File: config.mk
export PLATFORM = sky130hd
export DESIGN_NAME = io_port_decoder
export DESIGN_NICKNAME = d
export VERILOG_FILES = /design/src/rtl/iodec_pkg.sv /design/src/rtl/iodec_strobe.sv /design/src/rtl/iodec_ula.sv /design/src/rtl/iodec_snd.sv /design/src/rtl/iodec_latch.sv /design/src/rtl/io_port_decoder.sv
export SDC_FILE = /design/constraint.sdc
export NUM_CORES = 1
export LEC_CHECK = 0
export BUFFER_PORTS_ARGS = -buffer_cell sky130_fd_sc_hd__buf_2
export CAP_MARGIN = 20
export CORE_AREA = 2 2 111 113
export CTS_BUF_LIST = sky130_fd_sc_hd__clkbuf_4 sky130_fd_sc_hd__clkbuf_8
export DETAILED_ROUTE_END_ITERATION = 8
export DIE_AREA = 0 0 113 115
export GPL_TIMING_DRIVEN = 0
export PLACE_DENSITY = 0.83
export SLEW_MARGIN = 20
export SYNTH_ARGS = -nofsm -noshare
export SYNTH_HDL_FRONTEND = slang
export SYNTH_HIERARCHICAL = 1
export SYNTH_SLANG_ARGS = --single-unit
File: constraint.sdc
create_clock -name clk -period 2.7 [get_ports clk]
set_input_delay 0.27 -clock clk [delete_from_list [all_inputs] [get_ports clk]]
set_output_delay 0.27 -clock clk [all_outputs]
set_load 0.05 [all_outputs]
File: src/rtl/iodec_pkg.sv
package iodec_pkg;

   // Exact decode helpers
   function automatic logic lo_hit(input logic [15:0] a, input logic [7:0] lo);
      return a[7:0] == lo;
   endfunction

   function automatic logic full_hit(input logic [15:0] a, input logic [15:0] full);
      return a == full;
   endfunction

   typedef struct packed {
      logic [2:0] border;
      logic       mic;
      logic       beep;
   } ula_out_t;

endpackage

File: src/rtl/iodec_strobe.sv
module iodec_strobe (
   input  logic clk,
   input  logic rst_n,
   input  logic iorq_n,
   input  logic rd_n,
   input  logic wr_n,
   output logic wr_pulse,
   output logic rd_on
);
   logic wr_on;
   logic wr_seen;

   assign wr_on    = !iorq_n && !wr_n;
   assign rd_on    = !iorq_n && !rd_n;
   assign wr_pulse = wr_on && !wr_seen;

   always_ff @(posedge clk or negedge rst_n) begin
      if (!rst_n) wr_seen <= 1'b0;
      else        wr_seen <= wr_on;
   end

   // one write pulse per strobe assertion
   a_r9_single_pulse: assert property (@(posedge clk) disable iff (!rst_n)
      wr_pulse |=> !wr_pulse);
endmodule

File: src/rtl/iodec_ula.sv
module iodec_ula
   import iodec_pkg::*;
#(
   parameter int DW       = 8,
   parameter int AW       = 16,
   parameter int KEY_ROWS = 8,
   parameter int KEY_COLS = 5
) (
   input  logic                         clk,
   input  logic                         rst_n,
   input  logic                         we,
   input  logic [AW-1:0]                addr,
   input  logic [DW-1:0]                wdata,
   input  logic [KEY_ROWS*KEY_COLS-1:0] keys,
   output logic [DW-1:0]                kbd_data,
   output ula_out_t                     outs
);
   localparam int ROW_BASE = AW - KEY_ROWS;

   generate
      if (KEY_COLS > DW) begin : g_bad_cols
         $error("iodec_ula: KEY_COLS wider than data bus");
      end
      if (KEY_COLS < 5 || DW < 5) begin : g_bad_fields
         $error("iodec_ula: output fields need at least 5 data bits");
      end
   endgenerate

   always_ff @(posedge clk or negedge rst_n) begin
      if (!rst_n) begin
         outs <= '0;
      end else if (we) begin
         outs.border <= wdata[2:0];
         outs.mic    <= wdata[3];
         outs.beep   <= wdata[4];
      end
   end

   logic [KEY_COLS-1:0] col_down;

   always_comb begin
      col_down = '0;
      for (int r = 0; r < KEY_ROWS; r++) begin
         if (!addr[ROW_BASE+r]) begin
            for (int c = 0; c < KEY_COLS; c++) begin
               col_down[c] = col_down[c] | keys[r*KEY_COLS+c];
            end
         end
      end
   end

   generate
      if (DW > KEY_COLS) begin : g_pad
         assign kbd_data = {{(DW-KEY_COLS){1'b1}}, ~col_down};
      end else begin : g_nopad
         assign kbd_data = ~col_down;
      end
   endgenerate

   // outputs follow the written byte
   a_r2_border_loaded: assert property (@(posedge clk) disable iff (!rst_n)
      we |=> (outs.border == $past(wdata[2:0])) && (outs.beep == $past(wdata[4])));
   // without a write pulse nothing moves
   a_r2_hold_without_write: assert property (@(posedge clk) disable iff (!rst_n)
      !we |=> $stable(outs));
endmodule

File: src/rtl/iodec_snd.sv
module iodec_snd #(
   parameter int DW       = 8,
   parameter int NREG     = 15,
   parameter int I2C_REG  = 14,
   parameter int SDA_BIT  = 0,
   parameter int SCL_BIT  = 1
) (
   input  logic          clk,
   input  logic          rst_n,
   input  logic          sel_we,
   input  logic          dat_we,
   input  logic [DW-1:0] wdata,
   output logic [DW-1:0] rd_val,
   output logic          sda_pull,
   output logic          scl_pull
);
   localparam int            SELW   = (NREG > 1) ? $clog2(NREG) : 1;
   localparam logic [DW-1:0] NREG_V = DW'(NREG);

   generate
      if (I2C_REG >= NREG) begin : g_bad_i2c
         $error("iodec_snd: I2C register outside the file");
      end
      if (SDA_BIT == SCL_BIT || SDA_BIT >= DW || SCL_BIT >= DW) begin : g_bad_bits
         $error("iodec_snd: bad I2C bit positions");
      end
      if (NREG > (1 << DW)) begin : g_bad_nreg
         $error("iodec_snd: register count exceeds select range");
      end
   endgenerate

   logic [DW-1:0]   regs [NREG];
   logic [SELW-1:0] sel;

   always_ff @(posedge clk or negedge rst_n) begin
      if (!rst_n) begin
         sel <= '0;
      end else if (sel_we && (wdata < NREG_V)) begin
         sel <= wdata[SELW-1:0];
      end
   end

   for (genvar i = 0; i < NREG; i++) begin : g_reg
      always_ff @(posedge clk or negedge rst_n) begin
         if (!rst_n) begin
            regs[i] <= (i == I2C_REG) ? '1 : '0;
         end else if (dat_we && (sel == SELW'(i))) begin
            regs[i] <= wdata;
         end
      end
   end

   assign rd_val   = regs[sel];
   assign sda_pull = !regs[I2C_REG][SDA_BIT];
   assign scl_pull = !regs[I2C_REG][SCL_BIT];

   // selection never leaves the file
   a_r4_sel_in_range: assert property (@(posedge clk) disable iff (!rst_n)
      sel < SELW'(NREG));
   // out-of-range selects are dropped
   a_r4_big_sel_ignored: assert property (@(posedge clk) disable iff (!rst_n)
      (sel_we && wdata >= NREG_V) |=> $stable(sel));
   // data write lands in the register then selected
   a_r5_write_readback: assert property (@(posedge clk) disable iff (!rst_n)
      (dat_we && !sel_we) |=> rd_val == $past(wdata));
   // I2C pins only move on a write
   a_r6_i2c_quiet: assert property (@(posedge clk) disable iff (!rst_n)
      !dat_we |=> $stable({sda_pull, scl_pull}));
endmodule

File: src/rtl/iodec_latch.sv
module iodec_latch #(
   parameter int DW = 8
) (
   input  logic          clk,
   input  logic          rst_n,
   input  logic          we,
   input  logic [DW-1:0] wdata,
   output logic [DW-1:0] q
);
   always_ff @(posedge clk or negedge rst_n) begin
      if (!rst_n)  q <= '0;
      else if (we) q <= wdata;
   end

   // latch keeps its value between writes
   a_r7_latch_hold: assert property (@(posedge clk) disable iff (!rst_n)
      !we |=> $stable(q));
endmodule

File: src/rtl/io_port_decoder.sv
module io_port_decoder
   import iodec_pkg::*;
#(
   parameter int          DW          = 8,
   parameter int          AW          = 16,
   parameter int          KEY_ROWS    = 8,
   parameter int          KEY_COLS    = 5,
   parameter int          NREG        = 15,
   parameter int          I2C_REG     = 14,
   parameter logic [7:0]  BASIC_LO    = 8'hFE,
   parameter logic [7:0]  CTRL_LO     = 8'hFF,
   parameter logic [15:0] SEL_FULL    = 16'hFFFD,
   parameter logic [15:0] DAT_FULL    = 16'hBFFD,
   parameter logic [7:0]  SEL_LO_ALT  = 8'hF5,
   parameter logic [7:0]  DAT_LO_ALT  = 8'hF6
) (
   input  logic                         clk,
   input  logic                         rst_n,
   input  logic [AW-1:0]                addr,
   input  logic [DW-1:0]                wdata,
   input  logic                         iorq_n,
   input  logic                         rd_n,
   input  logic                         wr_n,
   input  logic [KEY_ROWS*KEY_COLS-1:0] keys,
   output logic [DW-1:0]                rdata,
   output logic [2:0]                   border,
   output logic                         mic,
   output logic                         beeper,
   output logic                         sda_pull,
   output logic                         scl_pull
);
   generate
      if (AW != 16 || KEY_ROWS != 8) begin : g_bad_bus
         $error("io_port_decoder: row select needs a 16-bit bus and 8 rows");
      end
   endgenerate

   logic wr_pulse, rd_on;

   iodec_strobe i_strobe (
      .clk      (clk),
      .rst_n    (rst_n),
      .iorq_n   (iorq_n),
      .rd_n     (rd_n),
      .wr_n     (wr_n),
      .wr_pulse (wr_pulse),
      .rd_on    (rd_on)
   );

   logic hit_basic, hit_ctrl, hit_sel, hit_dat;

   assign hit_basic = lo_hit(addr, BASIC_LO);
   assign hit_ctrl  = lo_hit(addr, CTRL_LO);
   assign hit_sel   = full_hit(addr, SEL_FULL) || lo_hit(addr, SEL_LO_ALT);
   assign hit_dat   = full_hit(addr, DAT_FULL) || lo_hit(addr, DAT_LO_ALT);

   logic [DW-1:0] kbd_data, snd_val, ctrl_q;
   ula_out_t      ula_q;

   iodec_ula #(
      .DW       (DW),
      .AW       (AW),
      .KEY_ROWS (KEY_ROWS),
      .KEY_COLS (KEY_COLS)
   ) i_ula (
      .clk      (clk),
      .rst_n    (rst_n),
      .we       (wr_pulse && hit_basic),
      .addr     (addr),
      .wdata    (wdata),
      .keys     (keys),
      .kbd_data (kbd_data),
      .outs     (ula_q)
   );

   iodec_snd #(
      .DW      (DW),
      .NREG    (NREG),
      .I2C_REG (I2C_REG)
   ) i_snd (
      .clk      (clk),
      .rst_n    (rst_n),
      .sel_we   (wr_pulse && hit_sel),
      .dat_we   (wr_pulse && hit_dat),
      .wdata    (wdata),
      .rd_val   (snd_val),
      .sda_pull (sda_pull),
      .scl_pull (scl_pull)
   );

   iodec_latch #(.DW(DW)) i_ctrl (
      .clk   (clk),
      .rst_n (rst_n),
      .we    (wr_pulse && hit_ctrl),
      .wdata (wdata),
      .q     (ctrl_q)
   );

   assign border = ula_q.border;
   assign mic    = ula_q.mic;
   assign beeper = ula_q.beep;

   always_comb begin
      rdata = '1;
      if (rd_on) begin
         if (hit_basic)     rdata = kbd_data;
         else if (hit_sel)  rdata = snd_val;
         else if (hit_ctrl) rdata = ctrl_q;
      end
   end

   // bus floats high outside read cycles
   a_r8_float_when_idle: assert property (@(posedge clk) disable iff (!rst_n)
      !rd_on |-> rdata == '1);
   // keyboard reads keep the unused upper bits high
   a_r3_upper_bits_high: assert property (@(posedge clk) disable iff (!rst_n)
      (rd_on && hit_basic) |-> rdata[DW-1:KEY_COLS] == '1);
endmodule

# Word level (Yosys, flattened, before mapping)
# Cells that the tools add are included.
[word_totals]
regBits = 138
[classes]
n_lt_le_gt_ge = 2
n_eq_ne = 20
n_mux = 15
bitwise_logic = 37
reduce_logical = 32
[op_table]
columns = ["op", "n"]
rows = [
  ["8-bit 2-to-1 mux", 6],
  ["5-bit 2-to-1 mux", 8],
  ["1-bit OR", 35],
  ["8-bit binary-select mux with 4-bit select", 1],
  ["16-bit == test (second input constant)", 2],
  ["8-bit == test (second input constant)", 4],
  ["4-bit == test (second input constant)", 7],
  ["1-bit logical AND", 23],
  ["4-bit by 3-bit == test with 1-bit output (second input constant)", 4],
  ["4-bit by 2-bit == test with 1-bit output (second input constant)", 2],
  ["8-bit by 4-bit less-than comparator with 1-bit output (second input constant)", 1],
  ["1-bit logical NOT", 6],
  ["5-bit >= comparator (second input constant)", 1],
  ["4-bit inverter with 5-bit output", 1],
  ["5-bit inverter", 1],
  ["4-bit by 1-bit == test with 1-bit output (second input constant)", 1],
  ["4-bit logical NOT", 1],
  ["1-bit logical OR", 2],
]

# Logic depth before layout (Yosys ltp)
# Gate-level depths: netlist of the first run.
[logic_depth]
ltp_word = 18
ltp_mapped = 10

# Modules after synthesis
# Netlist of the first run, hierarchy kept.
[by_module_without_submodules]
columns = ["module", "instances", "cells_per_inst", "area_each_um2", "seq_area_each_um2"]
rows = [
  ["iodec_snd", 1, 412, 5838.1, 3113.0],
  ["iodec_ula", 1, 79, 514.2, 125.1],
  ["io_port_decoder", 1, 61, 381.6, 0.0],
  ["iodec_latch", 1, 17, 331.6, 200.2],
  ["iodec_strobe", 1, 4, 42.5, 25.0],
]

# Worst setup path after synthesis of the first run
# OpenSTA, ideal clock, no wires.
[synth_path]
kind = "input port to flip-flop"
from = "input addr[1]"
to = "register i_snd/regs[84] (netlist name)"
setup_time_ns = 0.125
arrival_ns = 2.321
required_ns = 2.575
setup_slack_ns = 0.254
cell_stages = 6
n_path_buf = 0
cell_sequence = "nor4bb_1 -> a21oi_1 -> nor4b_1 -> nand3b_1 -> nor3_4 -> mux2_2"
[synth_between]
elab_chain_len = 4
[synth_lines]
columns = ["item", "line", "rtl"]
rows = [
  ["from (decl)", "io_port_decoder.sv:19", "input logic [AW-1:0] addr,"],
  ["16-bit == test or 8-bit == test (tied branches)", "iodec_pkg.sv:9, iodec_pkg.sv:5", ""],
  ["1-bit logical OR (*)", "io_port_decoder.sv:55", "assign hit_dat = full_hit(addr, DAT_FULL) || lo_hit(addr, DAT_LO_ALT);"],
  ["1-bit logical AND (*)", "io_port_decoder.sv:84", ".dat_we (wr_pulse && hit_dat),"],
  ["1-bit logical AND (*)", "iodec_snd.sv:47", "end else if (dat_we && (sel == SELW'(i))) begin"],
  ["to (signal, indexed assignment)", "iodec_snd.sv:46", "regs[i] <= (i == I2C_REG) ? '1 : '0;"],
  ["to (signal, indexed assignment)", "iodec_snd.sv:48", "regs[i] <= wdata;"],
  ["to (decl)", "iodec_snd.sv:32", "logic [DW-1:0] regs [NREG];"],
]
# Mark *: on every way between the ends. The rest lies on a longest branch, timed or not.
# A chain may end at the register's enable or synchronous reset.

# Worst setup path after layout of the first run
[layout_path]
from = "register i_snd.sel[1]"
to = "output rdata[6]"
[layout_between]
elab_chain_len = 7
[layout_lines]
columns = ["item", "line", "rtl"]
rows = [
  ["from (decl)", "iodec_snd.sv:33", "logic [SELW-1:0] sel;"],
  ["from (signal assigned)", "iodec_snd.sv:39", "sel <= wdata[SELW-1:0];"],
  ["4-bit inverter with 5-bit output (implied by the code)", "iodec_snd.sv:53", "assign rd_val = regs[sel];"],
  ["8-bit binary-select mux with 4-bit select", "iodec_snd.sv:53", ""],
  ["8-bit 2-to-1 mux (implied by the code) (2 in series)", "iodec_snd.sv:53", ""],
  ["net snd_val[6]", "io_port_decoder.sv:57", "logic [DW-1:0] kbd_data, snd_val, ctrl_q;"],
  ["8-bit 2-to-1 mux", "io_port_decoder.sv:107", "else if (hit_sel) rdata = snd_val;"],
  ["8-bit 2-to-1 mux", "io_port_decoder.sv:106", "if (hit_basic) rdata = kbd_data;"],
  ["8-bit 2-to-1 mux", "io_port_decoder.sv:105", "if (rd_on) begin"],
  ["to (decl)", "io_port_decoder.sv:25", "output logic [DW-1:0] rdata,"],
]
# The timed path passes the listed nets, and every way through them passes these cells. The select of a mux whose other input is x is not followed.

==> results of run 1 <==
## final timing paths
kind,slack [ps],end,startpoint
min in group asynchronous,360,i_snd/regs[17],rst_n
max in group asynchronous,1570,i_snd/regs[4],rst_n
min reg2reg,500,i_ula/outs[0],i_ula/outs[0]
max,-90,rdata[6],i_snd/sel[1]
min,80,i_ctrl/q[0],wdata[0]
max reg2reg,180,i_snd/regs[115],i_strobe/wr_seen
## area by class of cell
class / count / area [µm²]
Sequential cell: 138 / 3465
Multi-Input combinational cell: 350 / 3460
Inverter: 50 / 187.7
Buffer: 35 / 255.2
Fill cell: 772 / 3221
Clock inverter: 8 / 73.82
Clock buffer: 21 / 270.3
Tap cell: 147 / 183.9
Timing Repair Buffer: 99 / 695.7
## Yosys cell counts (4+ instances only)
cell type,number,area [µm²]
buf_1,9,33.78
nor2_1,12,45.04
dfstp_2,8,210.2
buf_2,8,40.04
mux2i_1,16,160.2
a31oi_1,12,75.07
dfrtp_1,130,3253
a21oi_1,9,45.04
mux2_2,131,1475
mux2_4,8,120.1
nor3_1,8,40.04
o22a_1,4,35.03
and2_1,7,43.79
nand2_1,23,86.33
mux4_2,16,360.4
nor4_1,6,37.54
nand3_1,10,50.05
o21ai_0,10,50.05
o22ai_1,28,175.2
a32o_1,8,80.08
clkbuf_1,9,33.78
buf_4,8,60.06
inv_1,50,187.7
nand2b_1,5,31.28
nor2_2,5,31.28
## state kept, by name (all words and copies together), names as in the netlist
name	flops
i_snd/regs	120
i_ctrl/q	8
i_ula/outs	5
i_snd/sel	4
i_strobe/wr_seen	1
## critical path, cell delays in order, from the launching register on
cell     delay, ps
dfrtp_1        340
buf_6          170
buf_12         140
mux4_2         550
o22ai_4        220
a31oi_2         70
inv_1           80
a32o_2         190
nand3_2        110
buf_8          190
## report_power, final
group / total (µW) / internal, µW / leakage [µW] / switching (µW)
Combinational: 277 / 95.8 / 0.00209 / 182
Clock: 1510 / 761 / 0.000178 / 752
Sequential: 2080 / 2070 / 0.00190 / 4.42
## through the flow
| stage | power [µW] | instance area, µm² |
|---|---|---|
| after floorplan | 2214 | 7116 |
| after global placement | 2360 | 7715 |
| after detailed placement | 2378 | 7752 |
| after CTS | 3893 | 8384 |
| after global routing | 4002 | 8591 |
| final | 3870 | 8591 |
## per-layer routing
metal	vias up	global-route usage, %	part of all wire [%]
met3	44	8.698	7.3
met4	0	11.14	2.8
li1	2294	-	-
met5	-	0	0
met2	240	47.39	50
met1	2719	39.52	40
## kinds of logic after synthesis
group	synth area share, %
AND/OR/NAND/NOR	9.435
AO/OA/AOI/OAI	6.548
buffers and inverters	5.474
multiplexers	29.77
flip-flops	48.72
other	0.05276
## repair_timing
action / CTS / global route
buffers inserted: 5 / 4
hold endpoints to repair: 61 / 0
cloned: 2 / 1
pin swaps: 6 / 13
setup endpoints to repair: 70 / 48
hold buffers: 3 / 0
gates resized for setup: 46 / 38
==> results.txt, run 1 <==
Status: finished with violations
Failing checks: design-rule violations, negative setup slack
Dpl hpwl: 12.42 mm
Clk Latency, worst-skew pair: 450 ps
Kind of critical path: reg2out
Worst-Margin Slew: 725.4 ps
Commonest non-fill, non-tap cell in the layout: mux2_2
Pwr dens: 450.5 mW/mm²
GRT Overall Usage: 29.85%
Final Util: 72.73%
Critical Path RT: 2430 ps
Die span in y: 115 µm
YS warnings: 6
RSZ-0062 raised after global routing: yes
Total Routed Length: 19.11 mm
Share of cells above drive strength 1: 51.50%
DR iter-0 viols: 514
Leakage: 0.004166 µW
Fin cells: 848
Final Skew: 11.75 ps
Worst hold path class: in2reg
Final hold slack: 82.74 ps
Synth Area per Inst: 12.41 µm²
Register bit total from synthesis: 138
Vias in the first global route: 5240
Post-route ant nets: 0
Commonest cells after routing, fill and taps aside: mux2_2, dfrtp_1, buf_2
Pre-CTS setup slack: -313.7 ps
Fin. Hold Viols: 0
Die area: 0.01300 mm²
Synth Flop Type: dfrtp_1
Largest net degree at the start of global routing: 73
Nets: 760
Clk slew on worst S/H paths: 80 ps
Startpoint Class: flop
Cell count of the worst reg-to-reg path: 5
DR vias: 5297
Post-synthesis sequential area ratio: 48.72%
N_diodes: 0
Die W: 113 µm
Ys async rst share: 100.0%
Final Max Slew Viols: 0
# Max-Cap Violations: 0
Antenna violations before repair: 0
DRC Markers: 2
Max_slew headroom: 51.64%
Via/cell ratio: 6.246
Global-route wire length before repair: 28.92 mm
Post-Syn Area: 0.007108 mm²
Routability cong.: 0.9619
CP Capture Type: output pin
Clk buf depth: 2
CTS Buf Count: 17
Port bufs: 83
Final WS setup: -94.53 ps
Worst Hold Path Cells: 2
Max frequency: 0.3578 GHz
CTS sink count: 138
Initial Util: 60.18%
Ports: 84
Rows: 40
Post-Syn Instances: 573
Routed len/inst: 22.54 µm
Final setup TNS: -297.4 ps
CORE AREA: 0.01181 mm²
Remaining Overflow, GRT: 0
Final setup viols: 7
Worst VDD drop: 0.4783 mV
Cell variety after synth: 46
Final critical-path share of the clock period: 103.5%
Area grow syn2layout: 20.86%
CP arrival: 2520 ps
Clock root buffer: clkbuf_8
DR pass1 iterations: 9
Placed cells: 806
CP Max Fanout: 7
Min Tclk post-route: 2795 ps
H-Tree Depth: 4
EDFF count, synth: 0
CTS tree: yes
No activity file was read; power rests on OpenSTA's default activity.
==> inputs of run 2 (changes only) <==
Settings changed: ABC_AREA from default to 1, CORE_AREA 2 2 111 113 to 2 2 115 117, DIE_AREA 0 0 113 115 to 0 0 117 119, PLACE_DENSITY 0.83 to 0.81.
==> results.txt, run 2 <==
Worst hold path class: in2reg
Pwr dens: 446.9 mW/mm² (-0.80%)
XOR/XNOR Fraction of Synth Area: 0% (unchanged)
Reg2reg end: i_snd/regs[110]
Final Max Slew Viols: 0 (unchanged)
CTS sink count: 138 (unchanged)
Synth Area per Inst: 7.205 µm² (-42%)
Main combinational cell family by area after synthesis: simple AND/OR/NAND/NOR gates
Synth Area in Compound Gates: 10.47% (+3.9 points)
Synth area leader: dfrtp_1
Largest regs: i_snd/regs x120, i_ctrl/q x8, i_ula/outs x5
Post-Syn Instances: 1050 (+83%)
Final instance area: 0.008838 mm² (+2.9%)
Antenna violations before repair: 0 (unchanged)
Max FFs per register: 120 (unchanged)
Hold path endpoint: i_ctrl/q[7]
Rows: 42 (+5.0%)
EDFF count, synth: 0 (unchanged)
Post-synthesis sequential area ratio: 45.78% (-2.9 points)
CP Max Fanout: 8 (+1)
CP arrival: 2290 ps (-230 ps)
Clk buf depth: 2 (unchanged)
Final Util: 68.65% (-4.1 points)
Final critical-path share of the clock period: 94.94% (-8.6 points)
Total Routed Length: 19.58 mm (+2.4%)
Status: finished, final reports clean
Remaining Overflow, GRT: 0 (unchanged)
# Max-Cap Violations: 0 (unchanged)
RR Startpoint: i_strobe/wr_seen
Top-count cell post-synth: nand2_1
Commonest cells after routing, fill and taps aside: nand2_1, dfrtp_1, inv_1
Commonest non-fill, non-tap cell in the layout: nand2_1
Fin cells: 1350 (+59%)
YS warnings: 6 (unchanged)
Global-route wire length before repair: 31.05 mm (+7.4%)
Dpl hpwl: 13.97 mm (+13%)
Cell count of the worst reg-to-reg path: 7 (+2)
Routability cong.: 0.9402 (-2.3%)
Final setup viols: 0 (-7)
CORE AREA: 0.01287 mm² (+9.0%)
CTS Buf Count: 17 (unchanged)
Min Tclk post-route: 2563 ps (-231.1 ps)
Initial Util: 58.76% (-1.4 points)
Max frequency: 0.3901 GHz (+9.0%)
Register bit total from synthesis: 138 (unchanged)
Synth Flop Type: dfrtp_1
DR pass1 iterations: 5 (-4)
Die area: 0.01392 mm² (+7.1%)
H-Tree Depth: 4 (unchanged)
Post-route ant nets: 0 (unchanged)
DRC Markers: 0 (-2)
DR iter-0 viols: 487 (-5.3%)
Vias in the first global route: 6398 (+22%)
Leakage: 0.004792 µW (+15%)
Startpoint Class: flop
Critical Path RT: 2430 ps (about the same)
Max_slew headroom: 36.07% (-16 points)
Die span in y: 119 µm (+3.5%)
Kind of critical path: reg2out
Routed len/inst: 14.50 µm (-36%)
DR vias: 7001 (+32%)
Placed cell areas: 0.008245 mm² (+6.4%)
Clock root buffer: clkbuf_8
Fin. Hold Viols: 0 (unchanged)
Fillers: 1084 (+40%)
Area grow syn2layout: 16.84%
N_diodes: 0 (unchanged)
Largest net degree at the start of global routing: 87 (+19%)
Worst-Margin Slew: 950.2 ps (+224.8 ps)
Ys async rst share: 100.0% (unchanged)
Post-Syn Area: 0.007565 mm² (+6.4%)
Placed cells: 1312 (+63%)
GRT Overall Usage: 29.12% (-0.73 points)
Synth top area cells: dfrtp_1, nand2_1, inv_1
Final Skew: 11.59 ps (-0.1591 ps)
Nets: 1230 (+62%)
Worst VDD drop: 0.4442 mV (-7.1%)
RSZ-0062 raised after global routing: no
Cell variety after synth: 33 (-28%)
Pre-CTS setup slack: 120.4 ps (+434.1 ps)
CTS tree: yes
Top reg by flops: i_snd/regs
HP Start: wdata[7]
R2R Setup Slk: 280 ps (+100 ps)
Mux cell area share after synthesis: 0.7443% (-29 points)
Post-Synth Adder-Cell Area: 0% (unchanged)
Share of cells above drive strength 1: 20.36% (-31 points)
Via/cell ratio: 5.186 (-17%)
Worst Hold Path Cells: 3 (+1)
Ports: 84 (unchanged)
Die W: 117 µm (+3.5%)
Port bufs: 83 (unchanged)
Post-Synth Simple-Gate Area: 33.87% (+24 points)
Synth top area share: 43.00% (-2.8 points)
CP Capture Type: output pin
Final setup TNS: 0 ps (+297.4 ps)
Clk Latency, worst-skew pair: 460 ps (about the same)
Clk slew on worst S/H paths: 80 ps (about the same)
Final WS setup: 136.6 ps (+231.1 ps)
Most frequent cells after synthesis: nand2_1, dfrtp_1, inv_1
## run 2: changes by cell type after synthesis, sizes merged, moves of 12 or more
cell and change:
o22ai -28, a31oi -12, inv +44, nand2 +492, nor2 +50, mux2i -16, a21oi +38, o21ai +68
mux4 -16, mux2 -134, nand3 +16
## run 2: critical path, cell delays in order, from the launching register on
cell       delay (ps)
dfrtp_1           380
buf_6             150
clkinv_8           70
buf_12            140
clkbuf_16         150
nand2_1            50
nand2_1            80
nand2_1            80
nand2_1            80
nand2_1            70
nand2_1            80
inv_1              40
nand2_1            50
inv_1              30
nand2_1            60
nand2_1            40
nand2_1           110
buf_6             170
## run 2: worst max path at each step
stage            startpoint               to  depth (start not counted)
2_1_floorplan       addr[1]   i_snd/regs[54]                         12
3_3_place_gp          rst_n   i_snd/regs[37]                          1
4_1_cts        i_snd/sel[0]         rdata[6]                         17
5_1_grt        i_snd/sel[1]         rdata[0]                         13
3_5_place_dp        addr[1]  i_snd/regs[117]                         13
6_report       i_snd/sel[0]         rdata[5]                         17
## run 2: through the flow
stage               power, µW  hold slack (ps)
global placement         2380            456.0
floorplan                2242           -25.59
global route             4112            40.92
finish                   3950            56.17
detailed placement       2389            201.4
CTS                      3981            36.08
## run 2: cell type report
| type | count | area, µm² | area share, % |
|---|---|---|---|
| buffer | 51 | 386.6 | 4.374 |
| clock buffer | 21 | 282.8 | 3.199 |
| clock inverter | 11 | 95.09 | 1.076 |
| inverter | 95 | 369.1 | 4.176 |
| multi-input combinational | 768 | 3435 | 38.86 |
| sequential | 138 | 3463 | 39.18 |
| tap | 176 | 220.2 | 2.492 |
| timing repair buffer | 90 | 586.8 | 6.639 |
## run 2: routing by layer
metal	share of wire [%]	track usage [%]
met5	0	0
met1	44	41.21
met2	45	43.89
met3	7.3	5.496
met4	3.3	12.43
## run 2: logic make-up (layout without fill, tap and decap cells)
group                  after synthesis  count (layout)
DFF                                138             138
buffers and inverters              146             268
muxes                                5               5
other                                1               3
AOI/OAI and AO/OA                  134             134
and+or+nand+nor                    626             626
## run 2: power breakdown
part | leakage, µW | total (µW) | switching (µW) | internal [µW]
sequential | 0.00190 | 2080 | 3.89 | 2070
combinational | 0.00270 | 273 | 186 | 87.6
clock | 0.000191 | 1600 | 794 | 805
total | 0.00479 | 3950 | 983 | 2970
## run 2: repair_timing
action	CTS	global route
hold endpoints to repair	44	0
gates resized for setup	11	36
buffers inserted	0	3
hold buffers	1	0
pin swaps	0	2
setup endpoints to repair	8	8
gates cloned	0	2
